### config.mk
export PLATFORM = sky130hd
export DESIGN_NAME = dma_mode_pick
export DESIGN_NICKNAME = d
export VERILOG_FILES = /design/src/rtl/dma_sel_pkg.sv /design/src/rtl/dma_fam_masks.sv /design/src/rtl/dma_top_bit.sv /design/src/rtl/dma_code_pick.sv /design/src/rtl/dma_mode_pick.sv
export SDC_FILE = /design/constraint.sdc
export NUM_CORES = 1
export LEC_CHECK = 0
export ABC_AREA = 1
export BUFFER_PORTS_ARGS = -buffer_cell sky130_fd_sc_hd__buf_2
export CORE_UTILIZATION = 39
export CTS_CLUSTER_DIAMETER = 100
export DETAILED_ROUTE_END_ITERATION = 10
export PLACE_DENSITY = 0.78
export SLEW_MARGIN = 40
export SYNTH_ARGS = -nofsm -noshare
export SYNTH_HDL_FRONTEND = slang
export SYNTH_SLANG_ARGS = --single-unit
### constraint.sdc
create_clock -name clk -period 2.1 [get_ports clk]
set_input_delay 0.525 -clock clk [delete_from_list [all_inputs] [get_ports clk]]
set_output_delay 0.525 -clock clk [all_outputs]
set_load 0.01 [all_outputs]
### src/rtl/dma_sel_pkg.sv
// Package: shared constants and types for the DMA mode selector.
// Assumes an 8-bit mode code whose upper nibble tells the family apart.
package dma_sel_pkg;
    localparam int CODE_W = 8;
    localparam logic [CODE_W-1:0] BASE_ULTRA  = 8'h40;
    localparam logic [CODE_W-1:0] BASE_MULTI  = 8'h20;
    localparam logic [CODE_W-1:0] BASE_SINGLE = 8'h10;

    typedef enum logic [1:0] {
        FAM_NONE   = 2'd0,
        FAM_ULTRA  = 2'd1,
        FAM_MULTI  = 2'd2,
        FAM_SINGLE = 2'd3
    } dma_family_e;
endpackage

### src/rtl/dma_fam_masks.sv
// Module: builds the usable-mode mask for each DMA family.
// Applies the validity gating, the host AND, the cable cut and the
// legacy single-word fallback. Purely combinational.
module dma_fam_masks #(
    parameter int UW     = 7,
    parameter int MW     = 3,
    parameter int SW     = 3,
    parameter int TIM_W  = 8,
    parameter int SLOW_U = 3,
    parameter int TIM_MAX = 2
) (
    input  logic [2:1]       id_valid,
    input  logic [UW-1:0]    udma_word,
    input  logic [MW-1:0]    mw_word,
    input  logic [SW-1:0]    sw_word,
    input  logic [TIM_W-1:0] legacy_tim,
    input  logic [UW-1:0]    host_udma,
    input  logic [MW-1:0]    host_mw,
    input  logic [SW-1:0]    host_sw,
    input  logic             cable80,
    output logic [UW-1:0]    u_mask,
    output logic [MW-1:0]    m_mask,
    output logic [SW-1:0]    s_mask
);
    logic [UW-1:0] u_raw;
    logic [UW-1:0] u_keep;
    logic          u_fast;
    logic [SW-1:0] tim_fill;
    logic          tim_ok;

    // Purpose: the modes that a 40-conductor cable still permits.
    generate
        for (genvar gi = 0; gi < UW; gi++) begin : g_keep
            assign u_keep[gi] = (gi < SLOW_U);
        end
    endgenerate

    // Purpose: gate the Ultra word and cut the fast modes without an 80-wire cable.
    always_comb begin
        u_raw  = id_valid[2] ? (udma_word & host_udma) : '0;
        u_fast = |(u_raw & ~u_keep);
        u_mask = (u_fast && !cable80) ? (u_raw & u_keep) : u_raw;
    end

    // Purpose: build the legacy fill pattern, with bits 0..tim set.
    always_comb begin
        tim_ok = (legacy_tim != '0) && (legacy_tim <= TIM_W'(TIM_MAX));
        for (int i = 0; i < SW; i++) begin
            tim_fill[i] = (TIM_W'(i) <= legacy_tim);
        end
    end

    // Purpose: multiword and single-word masks, with the legacy fallback.
    always_comb begin
        if (id_valid[1]) begin
            m_mask = mw_word & host_mw;
            s_mask = sw_word & host_sw;
        end else begin
            m_mask = '0;
            s_mask = tim_ok ? (tim_fill & host_sw) : '0;
        end
    end
endmodule

### src/rtl/dma_top_bit.sv
// Module: finds the highest set bit of a vector.
// Assumes W >= 1. The index is meaningful only when hit is 1.
module dma_top_bit #(
    parameter int W  = 7,
    localparam int IW = (W > 1) ? $clog2(W) : 1
) (
    input  logic [W-1:0]  vec,
    output logic          hit,
    output logic [IW-1:0] idx
);
    // Purpose: scan upward so that the last set bit seen is the highest.
    always_comb begin
        hit = 1'b0;
        idx = '0;
        for (int i = 0; i < W; i++) begin
            if (vec[i]) begin
                hit = 1'b1;
                idx = IW'(i);
            end
        end
    end
endmodule

### src/rtl/dma_code_pick.sv
// Module: picks the family by fixed priority and forms the mode code.
// Assumes each index is below 16, so base + index stays in its nibble.
module dma_code_pick
    import dma_sel_pkg::*;
#(
    parameter int UIW = 3,
    parameter int MIW = 2,
    parameter int SIW = 2
) (
    input  logic              media_ok,
    input  logic              u_hit,
    input  logic [UIW-1:0]    u_idx,
    input  logic              m_hit,
    input  logic [MIW-1:0]    m_idx,
    input  logic              s_hit,
    input  logic [SIW-1:0]    s_idx,
    output logic [CODE_W-1:0] code
);
    dma_family_e fam;

    // Purpose: fixed family priority, Ultra first, with the media veto on top.
    always_comb begin
        if (!media_ok)  fam = FAM_NONE;
        else if (u_hit) fam = FAM_ULTRA;
        else if (m_hit) fam = FAM_MULTI;
        else if (s_hit) fam = FAM_SINGLE;
        else            fam = FAM_NONE;
    end

    // Purpose: add the winning index to its family base.
    always_comb begin
        unique case (fam)
            FAM_ULTRA:  code = BASE_ULTRA  + CODE_W'(u_idx);
            FAM_MULTI:  code = BASE_MULTI  + CODE_W'(m_idx);
            FAM_SINGLE: code = BASE_SINGLE + CODE_W'(s_idx);
            default:    code = '0;
        endcase
    end
endmodule

### src/rtl/dma_mode_pick.sv
// Module: top of the DMA transfer-mode selector.
// Computes the best mode combinationally and captures it on calc_req.
// done pulses in the cycle after the strobe. Reset is synchronous and active low.
module dma_mode_pick
    import dma_sel_pkg::*;
#(
    parameter int UW      = 7,
    parameter int MW      = 3,
    parameter int SW      = 3,
    parameter int TIM_W   = 8,
    parameter int SLOW_U  = 3,
    parameter int TIM_MAX = 2
) (
    input  logic              clk,
    input  logic              rst_n,
    input  logic              calc_req,
    input  logic [2:1]        id_valid,
    input  logic [UW-1:0]     udma_word,
    input  logic [MW-1:0]     mw_word,
    input  logic [SW-1:0]     sw_word,
    input  logic [TIM_W-1:0]  legacy_tim,
    input  logic [UW-1:0]     host_udma,
    input  logic [MW-1:0]     host_mw,
    input  logic [SW-1:0]     host_sw,
    input  logic              is_disk,
    input  logic              atapi_dma_en,
    input  logic              cable80,
    output logic [CODE_W-1:0] mode_code,
    output logic              done
);
    localparam int UIW = (UW > 1) ? $clog2(UW) : 1;
    localparam int MIW = (MW > 1) ? $clog2(MW) : 1;
    localparam int SIW = (SW > 1) ? $clog2(SW) : 1;

    logic [UW-1:0]     u_mask;
    logic [MW-1:0]     m_mask;
    logic [SW-1:0]     s_mask;
    logic              u_hit, m_hit, s_hit;
    logic [UIW-1:0]    u_idx;
    logic [MIW-1:0]    m_idx;
    logic [SIW-1:0]    s_idx;
    logic [CODE_W-1:0] next_code;
    logic              media_ok;

    assign media_ok = is_disk | atapi_dma_en;

    dma_fam_masks #(
        .UW(UW), .MW(MW), .SW(SW), .TIM_W(TIM_W),
        .SLOW_U(SLOW_U), .TIM_MAX(TIM_MAX)
    ) u_masks (
        .id_valid(id_valid), .udma_word(udma_word), .mw_word(mw_word),
        .sw_word(sw_word), .legacy_tim(legacy_tim), .host_udma(host_udma),
        .host_mw(host_mw), .host_sw(host_sw), .cable80(cable80),
        .u_mask(u_mask), .m_mask(m_mask), .s_mask(s_mask)
    );

    dma_top_bit #(.W(UW)) u_top_u (.vec(u_mask), .hit(u_hit), .idx(u_idx));
    dma_top_bit #(.W(MW)) u_top_m (.vec(m_mask), .hit(m_hit), .idx(m_idx));
    dma_top_bit #(.W(SW)) u_top_s (.vec(s_mask), .hit(s_hit), .idx(s_idx));

    dma_code_pick #(.UIW(UIW), .MIW(MIW), .SIW(SIW)) u_pick (
        .media_ok(media_ok),
        .u_hit(u_hit), .u_idx(u_idx),
        .m_hit(m_hit), .m_idx(m_idx),
        .s_hit(s_hit), .s_idx(s_idx),
        .code(next_code)
    );

    // Purpose: capture the selection on a strobe and pulse done one cycle later.
    always_ff @(posedge clk) begin
        if (!rst_n) begin
            mode_code <= '0;
            done      <= 1'b0;
        end else begin
            done <= calc_req;
            if (calc_req) begin
                mode_code <= next_code;
            end
        end
    end
endmodule

Word level (Yosys, flattened, before mapping)
Index checks and enable logic that the tools add are counted.
{"block": "classes", "n_eq_ne": 3, "n_lt_le_gt_ge": 4, "addsub": 3, "muxes": 33, "reduce_logical": 5, "bitwise_logic": 5}
{"op": "one-hot mux 8 bit (3 select lines)", "count": 1}
{"op": "two-way mux 3 bit", "count": 6}
{"op": "less-or-equal comparator 1 x 8 -> 1 bit, first input constant", "count": 2}
{"op": "two-way mux 1 bit", "count": 16}
{"op": "two-way mux 2 bit", "count": 8}
{"op": "two-way mux 7 bit", "count": 2}
{"op": "bitwise AND 3 bit", "count": 3}
{"op": "adder 7 x 3 -> 8 bit, first input constant", "count": 1}
{"op": "less-or-equal comparator 2 x 8 -> 1 bit, first input constant", "count": 1}
{"op": "less-or-equal comparator 8 x 2 -> 1 bit, second input constant", "count": 1}
{"op": "nonzero test 8 bit", "count": 1}
{"op": "adder 6 x 2 -> 7 bit, first input constant", "count": 1}
{"op": "bitwise AND 7 bit", "count": 1}
{"op": "adder 5 x 2 -> 6 bit, first input constant", "count": 1}
{"op": "== test 2 bit, second input constant", "count": 2}
{"op": "OR reduction 4 bit", "count": 1}
{"op": "== test 2 x 1 -> 1 bit, second input constant", "count": 1}
{"op": "logical AND 1 bit", "count": 2}
{"op": "logical NOT 1 bit", "count": 1}
{"op": "OR 1 bit", "count": 1}
{"block": "totals", "input_bits": 42, "word_cells": 55, "output_inout_bits": 9, "regBits": 9}

Logic depth before layout (Yosys ltp)
{"block": "logic_depth", "ltp_word": 16, "mapped_depth": 14, "ltp_nobuf": 14}

By module
From an unflattened synthesis, not the netlist that was laid out.
{"block": "hier_totals", "hier_cells": 150, "hier_area_um2": 813.3}
{"module": "dma_mode_pick", "n_inst": 1, "cells_each": 55, "area_per_inst_um2": 381.6, "seq_area_each_um2": 180.2}
{"module": "dma_fam_masks", "n_inst": 1, "cells_each": 43, "area_per_inst_um2": 186.4, "seq_area_each_um2": 0.0}
{"module": "dma_code_pick", "n_inst": 1, "cells_each": 24, "area_per_inst_um2": 115.1, "seq_area_each_um2": 0.0}
{"module": "dma_top_bit (u_top_u)", "n_inst": 1, "cells_each": 16, "area_per_inst_um2": 72.6, "seq_area_each_um2": 0.0}
{"module": "dma_top_bit (u_top_m ...)", "n_inst": 2, "cells_each": 6, "area_per_inst_um2": 28.8, "seq_area_each_um2": 0.0}

Least setup slack after synthesis
OpenSTA, ideal clock, no wires.
{"block": "synth_timing", "kind": "input port to flip-flop", "from": "in id_valid[2] (netlist name)", "to": "reg mode_code[1]", "required_time_ns": 2.030, "setup_ns": 0.070, "arrival_time_ns": 1.579, "setup_slack_ns": 0.452, "stages": 10, "path_cell_list": "buf_6 -> nand3_2 -> inv_2 -> o31ai_4 -> nand2_2 -> nor2_4 -> nand3_1 -> nand3_1 -> nand2_1 -> a21oi_1"}
{"block": "synth_between", "elab_chain_len": 13}
{"element": "start, declared", "line_no": "dma_mode_pick.sv:17", "rtl": "input logic [2:1] id_valid,"}
{"element": "two-way mux 7 bit *", "line_no": "dma_fam_masks.sv:40", "rtl": "u_raw = id_valid[2] ? (udma_word & host_udma) : '0;"}
{"element": "two-way mux 7 bit *", "line_no": "dma_fam_masks.sv:42", "rtl": "u_mask = (u_fast && !cable80) ? (u_raw & u_keep) : u_raw;"}
{"element": "parallel branches: the longest is 10 deep, another holds adder 7 x 3 -> 8 bit"}
{"element": "one-hot mux 8 bit (3 select lines) *", "line_no": "dma_code_pick.sv:32", "rtl": "unique case (fam)"}
{"element": "end signal, assigned", "line_no": "dma_mode_pick.sv:77", "rtl": "mode_code <= next_code;"}
{"element": "end, declared", "line_no": "dma_mode_pick.sv:28", "rtl": "output logic [CODE_W-1:0] mode_code,"}
Every way passes the cells marked *.
A chain may end at the register's enable or synchronous reset.

Final worst setup path
Ends and elaborated chain as after synthesis.

==> impl_results.md <==
- Outcome: finished clean
- Non-Filler Instances: between 150 and 200
- RSZ-0062 raised after global routing: no
- Setup TNS Final: 0 ns
- Vias/cell: 4.95
- I/O pins: around 50
- Hold Crit Start: mode_code[6]
- Final setup vio count: 0
- Placer Congestion: 0.745
- Layout Nets: a little over 200
- Clock Sinks: 7
- Vias in the first global route: 642
- Fin. max-slew vios: 0
- Total GRT Usage: between 10% and 20%
- Antenna violations before repair: 0
- Cell taking the most area after synthesis: dfxtp_1
- Post-DP Area: between 900 and 1000 µm²
- Worst path arrival time: about 1.8 ns
- Most common cell in the netlist: nand2_1
- H-tree Lvls: 1
- Critical Path RT: approximately 2.3 ns
- Dpl cells: 172
- Worst min path class: flop to flop
- Synth warn: 0
- Sequential area share after synthesis: roughly 20%
- Multi-input combinational cell area: 455 µm²
- Wire length of the first global-routing pass: ~2.3 mm
- Commonest cells in the netlist: 26 x nand2_1, 17 x nand3_1, 11 x inv_1, 9 x nor2_1, 7 x dfxtp_1
- Critical-path cell list: buf_2 > nand4_1 > o21ai_0 > nor2_1 > nand3_2 > nand2_2 > nand3_1 > nand3_1 > nand2_1 > a21oi_1
- Core Rows: 14
- FF/Latch Area: 140 µm²
- Synth Instances: approximately 110
- Setup Crit Path Kind: input port to flop
- Seq cells post-synth: 7
- Number of fillers in the final layout: between 150 and 200
- DR vias: 871
- Hold EP: mode_code[6]
- Type of origin of the critical path: input port
- Crit path buf inv count: 1
- CTS Buf Count: 3
- Area of the mapped netlist: 692 µm²
- CP max stage cell: nor2_1
- Synthesized area per cell: approximately 6 µm²
- Number of enable flip-flop cells after synthesis: 0
- Synth area leaders: dfxtp_1 20%, nand2_1 14%, nand3_1 12%
- Post-CTS setup buffers: 0
- Post-DP HPWL: ~1.3 mm
- WL/cell: around 8.7 µm
- Longest Clk Path Bufs: 2
- Die Y: 44.1 µm
- Async SR Flop Fraction: 0%
- Hold WS: 0.460 ns
- Final instance area: 938 µm²
- Drt pass-1 iters: 6
- Synth unique cells: 25
- Root Buffer: clkbuf_4
- Critical Path Max Stage Delay: 0.24 ns
- Final ANT Viol Nets: 0
- CTS tree: yes
- Crit. End Element: flop
- Maximum clock rate: 618 MHz
- CTS clk-pin slew, worst paths: 0.05 ns
- Worst slack, placed: 0.217 ns
- Clock Skews: 0 ns
- Crit path max-delay family: simple AND/OR/NAND/NOR gates
- DRC: 0
- Gr ovfl total: 0
- Post_cts resized: 0
- Iteration-0 DRC Markers: 17
- Cell mode on critical path: nand3_1
- Worst VDD drop: between 0.3 and 0.4 mV
- Layout cell share with drive strength beyond 1: approximately two fifths
- Leakage Power: ~0.53 nW
- Endpoints failing hold: 0
- Core ar.: roughly 1600 µm²
- Worst-path fanout max: 8
- R2R setup slack: approximately 1.5 ns
- PortBufs: 48
- Hold-fix buffers, CTS: 0
- Largest net degree at the start of global routing: 10
- Fin crit period: 1.62 ns
- ANT cells: 0
- Dominant synthesized flop cell: dfxtp_1
- Worst Reg-to-Reg Cells: 2
- WHS Path Cells: 2
- Starting density of the core: 43.9%
- Worst r2r src: mode_code[5]
- Setup ws final: ~0.48 ns
- Worst R2R End: mode_code[5]
- Period utilisation layout: about 77%
- Die width: between 40 and 50 µm
- PwrDens: around 440 nW/µm²
- Area delta synth->final: 35.6%
- Total die area: approximately 1900 µm²
- Clock latency on the worst-skew pair: 0.25 ns
- Max Cap Violations: 0
- Final wirelength: 1.54 mm
- Post-synth top area share: about a fifth
[routing by layer]
layer  global-route usage (%)  up-vias  routed length (µm)
li1                         -      464                   -
met1                     17.9      365                 665
met2                     27.9       42                 718
met3                     6.53        0                 153
met4                     1.82        0                   0
met5                        0        -                   0
[report_power, final]
part	leakage (nW)	internal (W)	switching, W
registers	0.0573	0.000140	0.00000270
logic	0.460	0.0000665	0.0000841
clock network	0.0150	0.0000724	0.0000483
total	0.532	0.000279	0.000135
[flip-flops by register name (all words and copies together), names as in the netlist]
name	flops
done	1
mode_code	6
[area by class of cell]
class / count / share of cell area (%)
well taps: 16 / 2.13
multi-input cells: 86 / 48.5
flip-flops and latches: 7 / 14.9
clock buffers: 4 / 2.80
repair buffers: 48 / 25.6
inverters: 15 / 6.00
[cell usage in the layout (no fill, tap or decap), drive strengths merged]
cell type / netlist / layout
buf: 4 / 48
nand2: 28 / 28
nand3: 20 / 20
inv: 14 / 14
nor2: 10 / 10
o21ai: 8 / 8
dfxtp: 7 / 7
nand4: 6 / 6
a21oi: 6 / 6
clkbuf: 0 / 4
o21a: 2 / 2
conb: 1 / 2
o31ai: 1 / 1
xor2: 1 / 1
clkinv: 1 / 1
or2: 1 / 1
nor3b: 1 / 1
[per-stage QoR]
| stage | total power (W) | util (%) |
|---|---|---|
| floorplan | 0.000244 | - |
| global placement | 0.000293 | 57.9 |
| detailed placement | 0.000296 | 57.9 |
| CTS | 0.000420 | 59.5 |
| global route | 0.000444 | 59.5 |
| finish | 0.000414 | 59.5 |
[worst min-delay path: cells and delay by family, from the launching register on]
| family | cells | cell delay, ns |
|---|---|---|
| AO/OA/AOI/OAI | 1 | 0.05 |
| flip-flops | 1 | 0.30 |
| AND/OR/NAND/NOR | 1 | 0.05 |
[kinds of logic after synthesis]
family	Yosys count	share of synthesized area, %
other	1	0.542
DFF	7	20.3
xor gates and xnor gates	1	1.27
buffers and inverters	20	14.5
AOI/OAI and AO/OA	17	15.9
and+or+nand+nor	66	47.6
[worst max-delay path by stage]
stage / start / end / slack (ns) / cells past startpoint
floorplan: id_valid[2] / mode_code[1] / 0.45 / 10
global placement: id_valid[2] / mode_code[0] / 0.29 / 10
detailed placement: id_valid[2] / mode_code[1] / 0.22 / 10
CTS: id_valid[2] / mode_code[1] / 0.49 / 10
global route: legacy_tim[3] / mode_code[2] / 0.32 / 13
finish: id_valid[2] / mode_code[1] / 0.48 / 10
(Power assumes the default switching activity.)
